<file path="config.mk">
export PLATFORM = sky130hd
export DESIGN_NAME = iter_divider
export DESIGN_NICKNAME = d
export VERILOG_FILES = /design/src/rtl/div_pkg.sv /design/src/rtl/div_prep.sv /design/src/rtl/div_step.sv /design/src/rtl/div_fix.sv /design/src/rtl/iter_divider.sv
export SDC_FILE = /design/constraint.sdc
export NUM_CORES = 1
export LEC_CHECK = 0
export BUFFER_PORTS_ARGS = -buffer_cell sky130_fd_sc_hd__buf_2
export CAP_MARGIN = 15
export CORE_AREA = 5 5 131 133
export DETAILED_ROUTE_END_ITERATION = 8
export DIE_AREA = 0 0 136 138
export HOLD_SLACK_MARGIN = 0.06
export PLACE_DENSITY = 0.72
export SLEW_MARGIN = 0
export SYNTH_ARGS = -nofsm -noshare
export SYNTH_HDL_FRONTEND = slang
export SYNTH_SLANG_ARGS = --single-unit
</file>
<file path="constraint.sdc">
create_clock -name clk -period 4.5 [get_ports clk]
set_input_delay 0 -clock clk [delete_from_list [all_inputs] [get_ports clk]]
set_output_delay 0 -clock clk [all_outputs]
set_load 0.01 [all_outputs]
</file>
<file path="src/rtl/div_pkg.sv">
package div_pkg;
  typedef enum logic [2:0] {
    ST_IDLE  = 3'd0,
    ST_SETUP = 3'd1,
    ST_ITER  = 3'd2,
    ST_FIX   = 3'd3,
    ST_OUT   = 3'd4
  } div_state_e;

  // mode field positions
  localparam int MODE_SGN_BIT  = 0;
  localparam int MODE_WIDE_BIT = 1;
endpackage

</file>
<file path="src/rtl/div_prep.sv">
// Forms the dividend, strips signs and pre-checks unsigned range.
module div_prep #(
  parameter int DW = 16
) (
  input  logic [DW-1:0] hi,
  input  logic [DW-1:0] lo,
  input  logic [DW-1:0] dvs,
  input  logic          wide,
  input  logic          sgn,
  output logic [DW-1:0] mag_hi,
  output logic [DW-1:0] mag_lo,
  output logic [DW-1:0] dmag,
  output logic          q_neg,
  output logic          r_neg,
  output logic          pre_err
);
  localparam int FW = 2 * DW;

  logic [FW-1:0] full;
  logic [FW-1:0] mag;
  logic          dvd_neg;
  logic          dvs_neg;

  always_comb begin
    if (wide)
      full = {hi, lo};
    else if (sgn)
      full = {{DW{lo[DW-1]}}, lo};
    else
      full = {{DW{1'b0}}, lo};
    dvd_neg = sgn & full[FW-1];
    dvs_neg = sgn & dvs[DW-1];
    mag     = dvd_neg ? (~full + 1'b1) : full;
    dmag    = dvs_neg ? (~dvs + 1'b1) : dvs;
    mag_hi  = mag[FW-1:DW];
    mag_lo  = mag[DW-1:0];
    q_neg   = dvd_neg ^ dvs_neg;
    r_neg   = dvd_neg;
    // upper magnitude not below divisor means the quotient needs > DW bits
    pre_err = (dvs == '0) || (mag_hi >= dmag);
  end
endmodule

</file>
<file path="src/rtl/div_step.sv">
// One restoring step: shift in one dividend bit, trial-subtract.
module div_step #(
  parameter int DW = 16
) (
  input  logic [DW-1:0] rem_in,
  input  logic [DW-1:0] q_in,
  input  logic [DW-1:0] dmag,
  output logic [DW-1:0] rem_out,
  output logic [DW-1:0] q_out
);
  logic [DW:0] shifted;
  logic [DW:0] diff;
  logic        fits;

  always_comb begin
    shifted = {rem_in, q_in[DW-1]};
    diff    = shifted - {1'b0, dmag};
    fits    = shifted >= {1'b0, dmag};
    rem_out = fits ? diff[DW-1:0] : shifted[DW-1:0];
    q_out   = {q_in[DW-2:0], fits};
  end
endmodule

</file>
<file path="src/rtl/div_fix.sv">
// Restores signs and applies the signed range check.
module div_fix #(
  parameter int DW = 16
) (
  input  logic [DW-1:0] qmag,
  input  logic [DW-1:0] rmag,
  input  logic          q_neg,
  input  logic          r_neg,
  input  logic          sgn,
  input  logic          pre_err,
  output logic [DW-1:0] quo,
  output logic [DW-1:0] rmd,
  output logic          err
);
  localparam logic [DW-1:0] HALF = {1'b1, {(DW-1){1'b0}}};

  logic sgn_ovf;

  always_comb begin
    if (q_neg)
      sgn_ovf = sgn && (qmag > HALF);
    else
      sgn_ovf = sgn && qmag[DW-1];
    err = pre_err | sgn_ovf;
    quo = err ? '1 : (q_neg ? (~qmag + 1'b1) : qmag);
    rmd = err ? '0 : (r_neg ? (~rmag + 1'b1) : rmag);
  end
endmodule

</file>
<file path="src/rtl/iter_divider.sv">
module iter_divider
  import div_pkg::*;
#(
  parameter int DW = 16
) (
  input  logic          clk,
  input  logic          rst_n,
  input  logic          in_valid,
  output logic          in_ready,
  input  logic [DW-1:0] dividend_hi,
  input  logic [DW-1:0] dividend_lo,
  input  logic [DW-1:0] divisor,
  input  logic [1:0]    mode,
  input  logic          hold,
  output logic          busy,
  output logic          out_valid,
  input  logic          out_ready,
  output logic [DW-1:0] quotient,
  output logic [DW-1:0] remainder,
  output logic          err
);
  localparam int CW   = $clog2(DW);
  localparam int LAT  = DW + 2;
  localparam int LATW = $clog2(LAT + 2);
  localparam logic [CW-1:0] LAST = CW'(DW - 1);

  div_state_e    state;
  logic [CW-1:0] cnt;
  logic [DW-1:0] hi_r, lo_r, dvs_r;
  logic          wide_r, sgn_r;
  logic [DW-1:0] rem_r, q_r, dmag_r;
  logic          q_neg_r, r_neg_r, pre_err_r;
  logic [DW-1:0] quo_r, rmd_r;
  logic          err_r;

  logic [DW-1:0] p_hi, p_lo, p_dmag;
  logic          p_qneg, p_rneg, p_err;
  logic [DW-1:0] s_rem, s_q;
  logic [DW-1:0] f_quo, f_rmd;
  logic          f_err;

  assign in_ready  = (state == ST_IDLE);
  assign busy      = (state == ST_SETUP) || (state == ST_ITER) || (state == ST_FIX);
  assign out_valid = (state == ST_OUT);
  assign quotient  = quo_r;
  assign remainder = rmd_r;
  assign err       = err_r;

  div_prep #(.DW(DW)) prep_i (
    .hi(hi_r), .lo(lo_r), .dvs(dvs_r), .wide(wide_r), .sgn(sgn_r),
    .mag_hi(p_hi), .mag_lo(p_lo), .dmag(p_dmag),
    .q_neg(p_qneg), .r_neg(p_rneg), .pre_err(p_err)
  );

  div_step #(.DW(DW)) step_i (
    .rem_in(rem_r), .q_in(q_r), .dmag(dmag_r),
    .rem_out(s_rem), .q_out(s_q)
  );

  div_fix #(.DW(DW)) fix_i (
    .qmag(q_r), .rmag(rem_r), .q_neg(q_neg_r), .r_neg(r_neg_r),
    .sgn(sgn_r), .pre_err(pre_err_r),
    .quo(f_quo), .rmd(f_rmd), .err(f_err)
  );

  always_ff @(posedge clk or negedge rst_n) begin
    if (!rst_n) begin
      state     <= ST_IDLE;
      cnt       <= '0;
      hi_r      <= '0;
      lo_r      <= '0;
      dvs_r     <= '0;
      wide_r    <= 1'b0;
      sgn_r     <= 1'b0;
      rem_r     <= '0;
      q_r       <= '0;
      dmag_r    <= '0;
      q_neg_r   <= 1'b0;
      r_neg_r   <= 1'b0;
      pre_err_r <= 1'b0;
      quo_r     <= '0;
      rmd_r     <= '0;
      err_r     <= 1'b0;
    end else begin
      unique case (state)
        ST_IDLE: begin
          if (in_valid) begin
            hi_r   <= dividend_hi;
            lo_r   <= dividend_lo;
            dvs_r  <= divisor;
            wide_r <= mode[MODE_WIDE_BIT];
            sgn_r  <= mode[MODE_SGN_BIT];
            state  <= ST_SETUP;
          end
        end
        ST_SETUP: begin
          if (!hold) begin
            rem_r     <= p_hi;
            q_r       <= p_lo;
            dmag_r    <= p_dmag;
            q_neg_r   <= p_qneg;
            r_neg_r   <= p_rneg;
            pre_err_r <= p_err;
            cnt       <= '0;
            state     <= ST_ITER;
          end
        end
        ST_ITER: begin
          if (!hold) begin
            rem_r <= s_rem;
            q_r   <= s_q;
            cnt   <= cnt + 1'b1;
            if (cnt == LAST) state <= ST_FIX;
          end
        end
        ST_FIX: begin
          if (!hold) begin
            quo_r <= f_quo;
            rmd_r <= f_rmd;
            err_r <= f_err;
            state <= ST_OUT;
          end
        end
        ST_OUT: begin
          if (out_ready) state <= ST_IDLE;
        end
        default: state <= ST_IDLE;
      endcase
    end
  end

  // ---------------- assertions ----------------
  // checker counter: unheld working cycles since the accepting edge
  logic [LATW-1:0] lat_cnt;
  always_ff @(posedge clk or negedge rst_n) begin
    if (!rst_n)
      lat_cnt <= '0;
    else if (in_valid && in_ready)
      lat_cnt <= '0;
    else if (busy && !hold)
      lat_cnt <= lat_cnt + 1'b1;
  end

  assert_accept_busy_R1: assert property (@(posedge clk) disable iff (!rst_n)
    in_valid && in_ready |=> busy && !in_ready);

  assert_latency_R2: assert property (@(posedge clk) disable iff (!rst_n)
    $rose(out_valid) |-> lat_cnt == LATW'(LAT));

  assert_rem_below_R3: assert property (@(posedge clk) disable iff (!rst_n)
    out_valid && !err && !sgn_r |-> remainder < dvs_r);

  assert_hold_freeze_R6: assert property (@(posedge clk) disable iff (!rst_n)
    busy && hold |=> state == $past(state) && $stable(q_r) && $stable(rem_r) && $stable(cnt));

  assert_div0_R7: assert property (@(posedge clk) disable iff (!rst_n)
    out_valid && dvs_r == '0 |-> err);

  assert_backpressure_R8: assert property (@(posedge clk) disable iff (!rst_n)
    out_valid && !out_ready |=> out_valid && $stable(quotient) && $stable(remainder) && $stable(err));

  assert_phase_excl_R9: assert property (@(posedge clk) disable iff (!rst_n)
    $onehot0({in_ready, busy, out_valid}));
endmodule

</file>
After elaboration in Yosys (flattened, before gate mapping)
Cells that the tools add are included.
- word-level logic and storage cells: 84
- register bits: 141
- bits of input ports: 55
- memory bits (read-only): 0
- memories: 0
- output and inout port bits: 36
- latch bits: 0
- RAM bits: 0
- shifts and indexed selects: 0
- bitwise logic cells: 9
- divide/modulo/power cells: 0
- multiply operators: 0
- reduce and logical (&&, ||, !) cells: 13
- multiplexer cells: 26
- equality and inequality tests: 11
- magnitude comparators: 3
- $add $sub $neg: 6
- operator list (kind ; number):
    16-bit 2-to-1 mux ; 10
    32-bit 2-to-1 mux ; 3
    16-bit case mux with 2 select lines ; 2
    16-bit by 1-bit adder with 16-bit output, second input constant ; 3
    16-bit inverter ; 3
    32-bit by 1-bit adder with 32-bit output, second input constant ; 1
    32-bit inverter ; 1
    3-bit 2-to-1 mux ; 6
    17-bit by 16-bit greater-or-equal comparator with 1-bit output ; 1
    16-bit greater-or-equal comparator ; 1
    16-bit > comparator, second input constant ; 1
    16-bit logical NOT ; 1
    16-bit subtractor ; 1
    3-bit case mux with 5 select lines ; 1
    4-bit 2-to-1 mux ; 2
    2-bit inequality test, second input constant ; 4
    4-bit case mux with 2 select lines ; 1
    3-bit by 2-bit equality test with 1-bit output, second input constant ; 2
    2-bit AND reduction ; 3
    6-bit AND reduction ; 1
    4-bit by 1-bit adder with 4-bit output, second input constant ; 1
    4-bit equality test, second input constant ; 1
    2-bit by 1-bit inequality test with 1-bit output, second input constant ; 2
    3-bit by 1-bit equality test with 1-bit output, second input constant ; 1
    other kinds (11) ; 15

Depth between registers and ports, before layout
Gate-level depths: netlist (run 1).
- depth in word-level cells: 7
- depth in mapped cells: 15
- depth with buffers taken out: 15

Cells and area by module
A second synthesis (run 1) with hierarchy kept.
- cells, all modules: 980
- area total of the unflattened synthesis: 9720.6 µm²
- modules (own cells, without submodules) (module ; seq. area each (µm²) ; cells an instance ; area an instance (µm²) ; times used):
    iter_divider ; 3528.4 ; 403 ; 5771.8 ; 1
    div_prep ; 0.0 ; 253 ; 1730.4 ; 1
    div_step ; 0.0 ; 172 ; 1285.0 ; 1
    div_fix ; 0.0 ; 152 ; 933.4 ; 1

Worst setup path after synthesis (run 1)
Ideal clock, no wire load.
- path kind: reg-to-reg
- from: reg lo_r[4]
- to: reg pre_err_r
- arrival time: 2.982 ns
- path buffers: 0
- stages on the path, launching flop included: 13
- clock period less this slack: 3.118 ns
- path slack: 1.382 ns
- required time: 4.364 ns
- setup time: 0.136 ns
- path through: dfrtp_1 -> or4_4 -> nor4_4 -> nand2_1 -> nor2_1 -> a21oi_1 -> xnor2_1 -> ha_1 -> a21o_1 -> a21o_1 -> a221oi_1 -> o31a_1 -> o21ai_0
- word-level cells in the longest chain between the ends: 7
- RTL lines (what ; line ; RTL):
    start: declaration ; iter_divider.sv:29 ; logic [DW-1:0] hi_r, lo_r, dvs_r;
    start signal: assignment ; iter_divider.sv:89 ; lo_r <= dividend_lo;
    32-bit 2-to-1 mux ; div_prep.sv:27 ; else if (sgn)
    32-bit 2-to-1 mux (*) ; div_prep.sv:25 ; if (wide)
    32-bit inverter (*) ; div_prep.sv:33 ; mag = dvd_neg ? (~full + 1'b1) : full;
    32-bit by 1-bit adder with 32-bit output (*) ; div_prep.sv:33 ;
    32-bit 2-to-1 mux (*) ; div_prep.sv:33 ;
    16-bit greater-or-equal comparator (*) ; div_prep.sv:40 ; pre_err = (dvs == '0) || (mag_hi >= dmag);
    1-bit logical OR (*) ; div_prep.sv:40 ;
    end signal: assignment ; iter_divider.sv:103 ; pre_err_r <= p_err;
    end: declaration ; iter_divider.sv:32 ; logic q_neg_r, r_neg_r, pre_err_r;
Mark *: on every way between the ends. The rest lies on a longest branch, timed or not.
A chain may end at the register's enable or synchronous reset.

Worst setup path after layout (run 1)
- from: reg wide_r
- to: reg pre_err_r
- word-level cells in the longest chain between the ends: 6
- elaborated cells between the ends (all ways): 7
- those cells by class: 1 x add/sub; 1 x order compare; 2 x mux; 2 x bitwise; 1 x reduce/logical
- RTL lines (what ; line ; RTL):
    start: declaration ; iter_divider.sv:30 ; logic wide_r, sgn_r;
    start signal: assignment ; iter_divider.sv:91 ; wide_r <= mode[MODE_WIDE_BIT];
    32-bit 2-to-1 mux (*) ; div_prep.sv:25 ;
    32-bit inverter ; div_prep.sv:33 ;
    32-bit by 1-bit adder with 32-bit output ; div_prep.sv:33 ;
    32-bit 2-to-1 mux (*) ; div_prep.sv:33 ;
    16-bit greater-or-equal comparator (*) ; div_prep.sv:40 ;
    1-bit logical OR (*) ; div_prep.sv:40 ;
Marked as above.

==> metrics, run 1 <==
Hold Path Class input port to register; die area 18770 um^2; Seq cells post-synth 141; pwr/cell area 853.4 nW/um^2; Min Hold Slack 318.2 ps; R2R Setup Slk 830 ps; CP arrival 3960 ps; post-DP HPWL 15320 um; final WL 21480 um; worst ir drop on vdd 0.3643 mV; multiplexer share of the synthesized area 6.398%; Pre-antenna DRT Iters 6; clock skew 8.907 ps; WL per Instance 16.98 um; starting density of the core 54.14%; Critical Path, Cell by Cell and3b_1 > or2_2 > o31a_1 > nor2_1 > a21oi_1 > xnor2_1 > ha_1 > a21o_1 > a21o_1 > a221oi_1 > o31a_1 > o21ai_0; first-pass GRT wire length 35370 um; I/O pin cnt 91; Max-Cap Viols 0; Final Max Slew Viols 0; Clock Tree Buf Depth 2; Async S/R FF share, synth 100.0%; crit start category register; RSZ-0062 raised after global routing no; Post-Syn Nets 1001; post-synthesis compound-gate area fraction 19.53%; Worst-Margin Slew 1060 ps; Achievable Freq 0.2725 GHz; Hold Vio Cnt, Final 0; Synth Instances 908; total CTS buffers 17; top-count cell post-synth dfrtp_1; H-Tree Level Count 4; Layout area overhead 20.27%; Worst Setup Path Type register to register; Yosys top cell area share 41.48%; post-synthesis simple-gate area fraction 14.65%; slowest cell on the critical path dfrtp_1; antenna violations before repair 0; row count 46; die width 136 um; final setup TNS 0 ps; Slew HR 29.06%; CTS root buf clkbuf_16; status finished, final reports clean; Yosys cell types 66; Ys Warns 0; gr usage total 23.25%; post-synthesis xor/xnor area fraction 8.339%; grt total ovfl 0; fin crit period 3669 ps; DR vias 7201; core area 15710 um^2; post-synth top area cell dfrtp_1; Post-synth top cells dfrtp_1, nand2_1, nor2_1, a21oi_1, o21ai_0; post-synthesis sequential area ratio 41.48%; CP endpoint kind register; final RePlAce weighted congestion 0.9116; main combinational cell family by area after synthesis compound AO/OA/AOI/OAI gates; Chip Height 138 um; placed insts 1177; EDFF count, synth 0; post-synthesis instance area 8507 um^2; Port Buf Inserts 90; Final Cell Area 10230 um^2; CTS tree yes; top cells by area, synth dfrtp_1, xnor2_1, mux2_2; post-route insts no fill 1265; Routed Antenna Nets 0; final setup violation count 0; Worst path max stage delay 800 ps; Post-CTS Setup Repair Bufs 0; Clock transition at path regs 60 ps; nets@finish 1129; Clock Sinks 141; Leak 4.497 nW; DR iter-0 viols 556; Post-synth top flop dfrtp_1; Placement Cell Area 9119 um^2; Period Utilization, post-route 81.54%; routed vias/inst 5.692; ant diodes 0; # DRC 0; adder-cell share of the synthesized area 5.677%; pin count of the biggest net entering global routing 56; worst skew pair latency 420 ps; syn avg cell area 9.369 um^2; share of layout cells above drive strength 1 18.68%; vias in the first global route 6786; WP data required 4790 ps; crit path max fanout 26
## registers in the layout, summed over array words and instances, names as in the netlist
register,cells
cnt,4
dmag_r,16
dvs_r,16
err,1
hi_r,16
lo_r,16
pre_err_r,1
q_neg_r,1
q_r,16
quotient,16
r_neg_r,1
rem_r,16
remainder,16
sgn_r,1
state,3
wide_r,1
## layout by cell type (no fill, tap or decap), types with 17 or more instances in the layout
cell type / n
a21oi_1: 76
a22o_1: 18
buf_2: 89
clkbuf_16: 17
dfrtp_1: 141
dlygate4sd3_1: 56
ha_1: 37
inv_1: 35
mux2_2: 43
nand2_1: 87
nor2_1: 81
nor3_1: 18
o21ai_0: 74
xnor2_1: 56
xor2_1: 25
## path summary, 6_finish.rpt
| check | cells after the start | from | to |
|---|---|---|---|
| worst min-delay path | 4 | divisor[10] | dvs_r[10]$_DFFE_PN0P_ |
| worst max register to register | 12 | wide_r$_DFFE_PN0P_ | pre_err_r$_DFFE_PN0P_ |
| min in group asynchronous | 3 | rst_n | dmag_r[9]$_DFFE_PN0P_ |
| max in group asynchronous | 4 | rst_n | dmag_r[14]$_DFFE_PN0P_ |
| worst min register to register | 2 | dmag_r[2]$_DFFE_PN0P_ | dmag_r[2]$_DFFE_PN0P_ |
| worst max-delay path | 12 | wide_r$_DFFE_PN0P_ | pre_err_r$_DFFE_PN0P_ |
## report_power, final
part	switching (mW)	leakage (nW)	internal, mW
Sequential	0.779	1.72	1.87
Combinational	2.61	2.52	2.15
Clock	0.565	0.260	0.762
Total	3.95	4.50	4.78
## cells by family after synthesis
family,after synthesis
AND/OR/NAND/NOR,257
XOR/XNOR,81
multiplexers,49
buffers and inverters,82
adder cells (fa/ha/maj),38
flip-flops,141
AO/OA/AOI/OAI,260
## area by class of cell
cell class,instances,area (um^2)
fill,1298,5482
clock buffer,19,432.9
clock inverter,13,118.9
tap,216,270.3
timing repair buffer,156,1092
sequential,141,3528
multi-input combinational,685,4657
inverter,35,131.4
## metal layers
layer  track usage, %  vias to the layer above  share of wire (%)
met2            33.51                      254                 43
met3            5.080                       38                6.8
met1            35.37                     3408                 48
met5                0                        -                  0
li1                 -                     3501                  -
met4            6.207                        0                1.8
## critical path: cells and delay by family (launching register included)
family	cells	cell delay [ps]
fa+ha+maj	1	290
flops	1	800
simple gates	3	1050
xor+xnor	1	270
compound gates	7	1140
## what timing repair did
| action | CTS | global route |
|---|---|---|
| hold endpoints to repair | 139 | 0 |
| hold buffers | 56 | 0 |
| resized for setup | 0 | 0 |
## stage by stage
stage | power (mW) | util [%] | worst slack (ps)
after floorplan | 6.077 | - | 1382
after global placement | 7.210 | 58.03 | 984.7
after detailed placement | 7.299 | 58.03 | 928.8
after CTS | 8.699 | 65.11 | 901.7
after global routing | 9.447 | 65.11 | 653.0
final | 8.731 | 65.11 | 830.7
No activity file was read; power rests on OpenSTA's default activity.
==> run 2, diff against run 1 <==
- clock period: 4.5 -> 3.4 ns (I/O delays scaled with it)
==> run 2 against run 1 <==
Cell area rose by 3.3%. Combinational power increased by 41%. Global-route usage increased by 0.95 points. Total power up 40%. Sequential power rose by 29%. Hold slack got worse by 87 ps. Clock power grew 59%. Critical endpoint unchanged. Largest cell class unchanged. Highest routed layer unchanged.
==> metrics, run 2 (synthesis gave the netlist of run 1 again) <==
total internal power 6.938 mW (+45%); I/O pin cnt 91 (unchanged); Buf+Inv Stages, Crit Path 1 (+1); Layout area overhead 24.21%; pre-CTS WS 113.1 ps (-815.7 ps); CTS root buf clkbuf_16; # fillers 1260 (-2.9%); DR vias 7388 (+2.6%); core area 15710 um^2 (unchanged); Critical Path, Cell by Cell or4_4 > nor4_4 > nand2_1 > nor2_1 > buf_4 > nand3_1 > a21boi_0 > ha_1 > a221oi_1 > o31a_1 > o21ai_0; final WL 22500 um (+4.7%); Sequential Power Share 27.9% (-2.4 points); antenna violations before repair 0 (unchanged); Worst Slack Setup Final 97.40 ps (-733.3 ps); # DRC 0 (unchanged); Routed Antenna Nets 0 (unchanged); final setup violation count 0 (unchanged); CTS tree yes; pin count of the biggest net entering global routing 99 (+77%); Hold Vio Cnt, Final 0 (unchanged); Clock transition at path regs 60 ps (about the same); routed vias/inst 5.732 (+0.69%); total CTS buffers 17 (unchanged); worst reg2reg path depth 11 (-1); slowest cell on the critical path or4_4; CP top delay family simple AND/OR/NAND/NOR gates; Pre-antenna DRT Iters 5 (-1); nets@finish 1153 (+2.1%); Hold Path Class input port to asynchronous set/reset pin; Achievable Freq 0.3028 GHz (+11%); Tot Pwr 12.26 mW (+40%); Period Utilization, post-route 97.14% (+16 points); CP endpoint kind register; row count 46 (unchanged); Multi-input gate area 4677 um^2 (+0.43%); crit path max fanout 4 (-85%); crit start category register; CP arrival 3580 ps (-380 ps); Gate power share 54.8% (+0.3 points); pwr/cell area 1160 nW/um^2 (+36%); WP data required 3680 ps (-1110 ps); Final Max Slew Viols 0 (unchanged); Worst Setup Path Type register to register; Port Buf Inserts 90 (unchanged); most frequent cells in the layout dfrtp_1, buf_2, nand2_1, nor2_1, a21oi_1; post-DP HPWL 15550 um (+1.5%); switching share of power 43.39% (-1.8 points); gr usage total 24.19% (+0.95 points); grt total ovfl 0 (unchanged); H-Tree Level Count 4 (unchanged); R2R Path Start lo_r[4]$_DFFE_PN0P_; status finished, final reports clean; Slew HR 40.15% (+11 points); worst skew pair latency 420 ps (about the same); first-pass GRT wire length 36490 um (+3.2%); Clock Sinks 141 (unchanged); register area 3530 um^2 (about the same); vias in the first global route 6982 (+2.9%); ant diodes 0 (unchanged); Worst path max stage delay 590 ps (-210 ps); fin crit period 3303 ps (-366.7 ps); Psw 5.317 mW (+35%); share of layout cells above drive strength 1 21.16% (+2.5 points); Max-Cap Viols 0 (unchanged); Min Hold Slack 231.0 ps (-87.21 ps); clock skew 8.467 ps (-0.4400 ps); worst ir drop on vdd 0.6204 mV (+70%); die width 136 um (unchanged); Leak 4.700 nW (+4.5%); Chip Height 138 um (unchanged); Clock Tree Buf Depth 2 (unchanged); Critical R2R Capture pre_err_r$_DFFE_PN0P_; die area 18770 um^2 (unchanged); DR iter-0 viols 569 (+2.3%); WL per Instance 17.45 um (+2.8%); R2R Setup Slk 100 ps (-730 ps); commonest non-fill, non-tap cell in the layout dfrtp_1; clock power share 17.3% (+2.1 points); final RePlAce weighted congestion 0.9149 (+0.36%); starting density of the core 54.14% (unchanged); Worst-Margin Slew 897.8 ps (-162.4 ps)
[run 2: changes by cell type in the layout (fill, tap and decap cells not counted), sizes merged]
cell and delta:
buf +26, bufinv +4, clkbuf +4, clkinv -3
clkinvlp -3, dlygate4sd3 -2, inv -2
[run 2: worst max-delay path by stage]
stage	start	to	slack [ps]	cells past startpoint
6_report	lo_r[4]$_DFFE_PN0P_	pre_err_r$_DFFE_PN0P_	100	11
3_5_place_dp	lo_r[8]$_DFFE_PN0P_	pre_err_r$_DFFE_PN0P_	110	14
2_1_floorplan	lo_r[4]$_DFFE_PN0P_	pre_err_r$_DFFE_PN0P_	280	12
5_1_grt	lo_r[8]$_DFFE_PN0P_	pre_err_r$_DFFE_PN0P_	-40	14
4_1_cts	lo_r[8]$_DFFE_PN0P_	pre_err_r$_DFFE_PN0P_	100	14
3_3_place_gp	lo_r[8]$_DFFE_PN0P_	pre_err_r$_DFFE_PN0P_	220	14
[run 2: what timing repair did]
action | 4_1_cts | 5_1_grt
hold endpoints to repair | 149 | 0
setup endpoints to repair | 0 | 1
buffers inserted | 0 | 5
hold buffers | 54 | 0
resized for setup | 0 | 4
[run 2: per-layer routing]
| metal | up-vias | global-route usage (%) | wire length, um |
|---|---|---|---|
| met5 | - | 0 | 0 |
| met4 | 0 | 6.101 | 510 |
| met3 | 48 | 6.060 | 1616 |
| met2 | 304 | 36.92 | 10230 |
| met1 | 3498 | 34.62 | 10140 |
| li1 | 3538 | - | - |
[run 2: through the flow]
| step | utilization (%) | instances | area, um^2 | TNS (ps) |
|---|---|---|---|---|
| CTS | 66.87 | 1284 | 10510 | 0 |
| detailed placement | 59.12 | 1198 | 9289 | 0 |
| floorplan | - | 908 | 8507 | 0 |
| global route | 67.25 | 1289 | 10570 | -41.64 |
| global placement | 59.12 | 1198 | 9289 | 0 |
| finish | 67.25 | 1289 | 10570 | 0 |
[run 2: power by group through the flow]
stage | sequential (mW) | combinational [mW] | clock, mW
2_1_floorplan | 3.19 | 4.86 | 0
3_3_place_gp | 3.39 | 6.35 | 0
3_5_place_dp | 3.43 | 6.46 | 0
4_1_cts | 3.41 | 6.56 | 2.15
5_1_grt | 3.54 | 7.48 | 2.24
6_report | 3.42 | 6.71 | 2.12
[run 2: cell type report]
class	instances	share of cell area [%]
inverter	35	1.243
sequential	141	33.40
multi-input combinational	685	44.26
timing repair buffer	180	12.11
tap	216	2.558
clock inverter	9	1.705
clock buffer	23	4.713
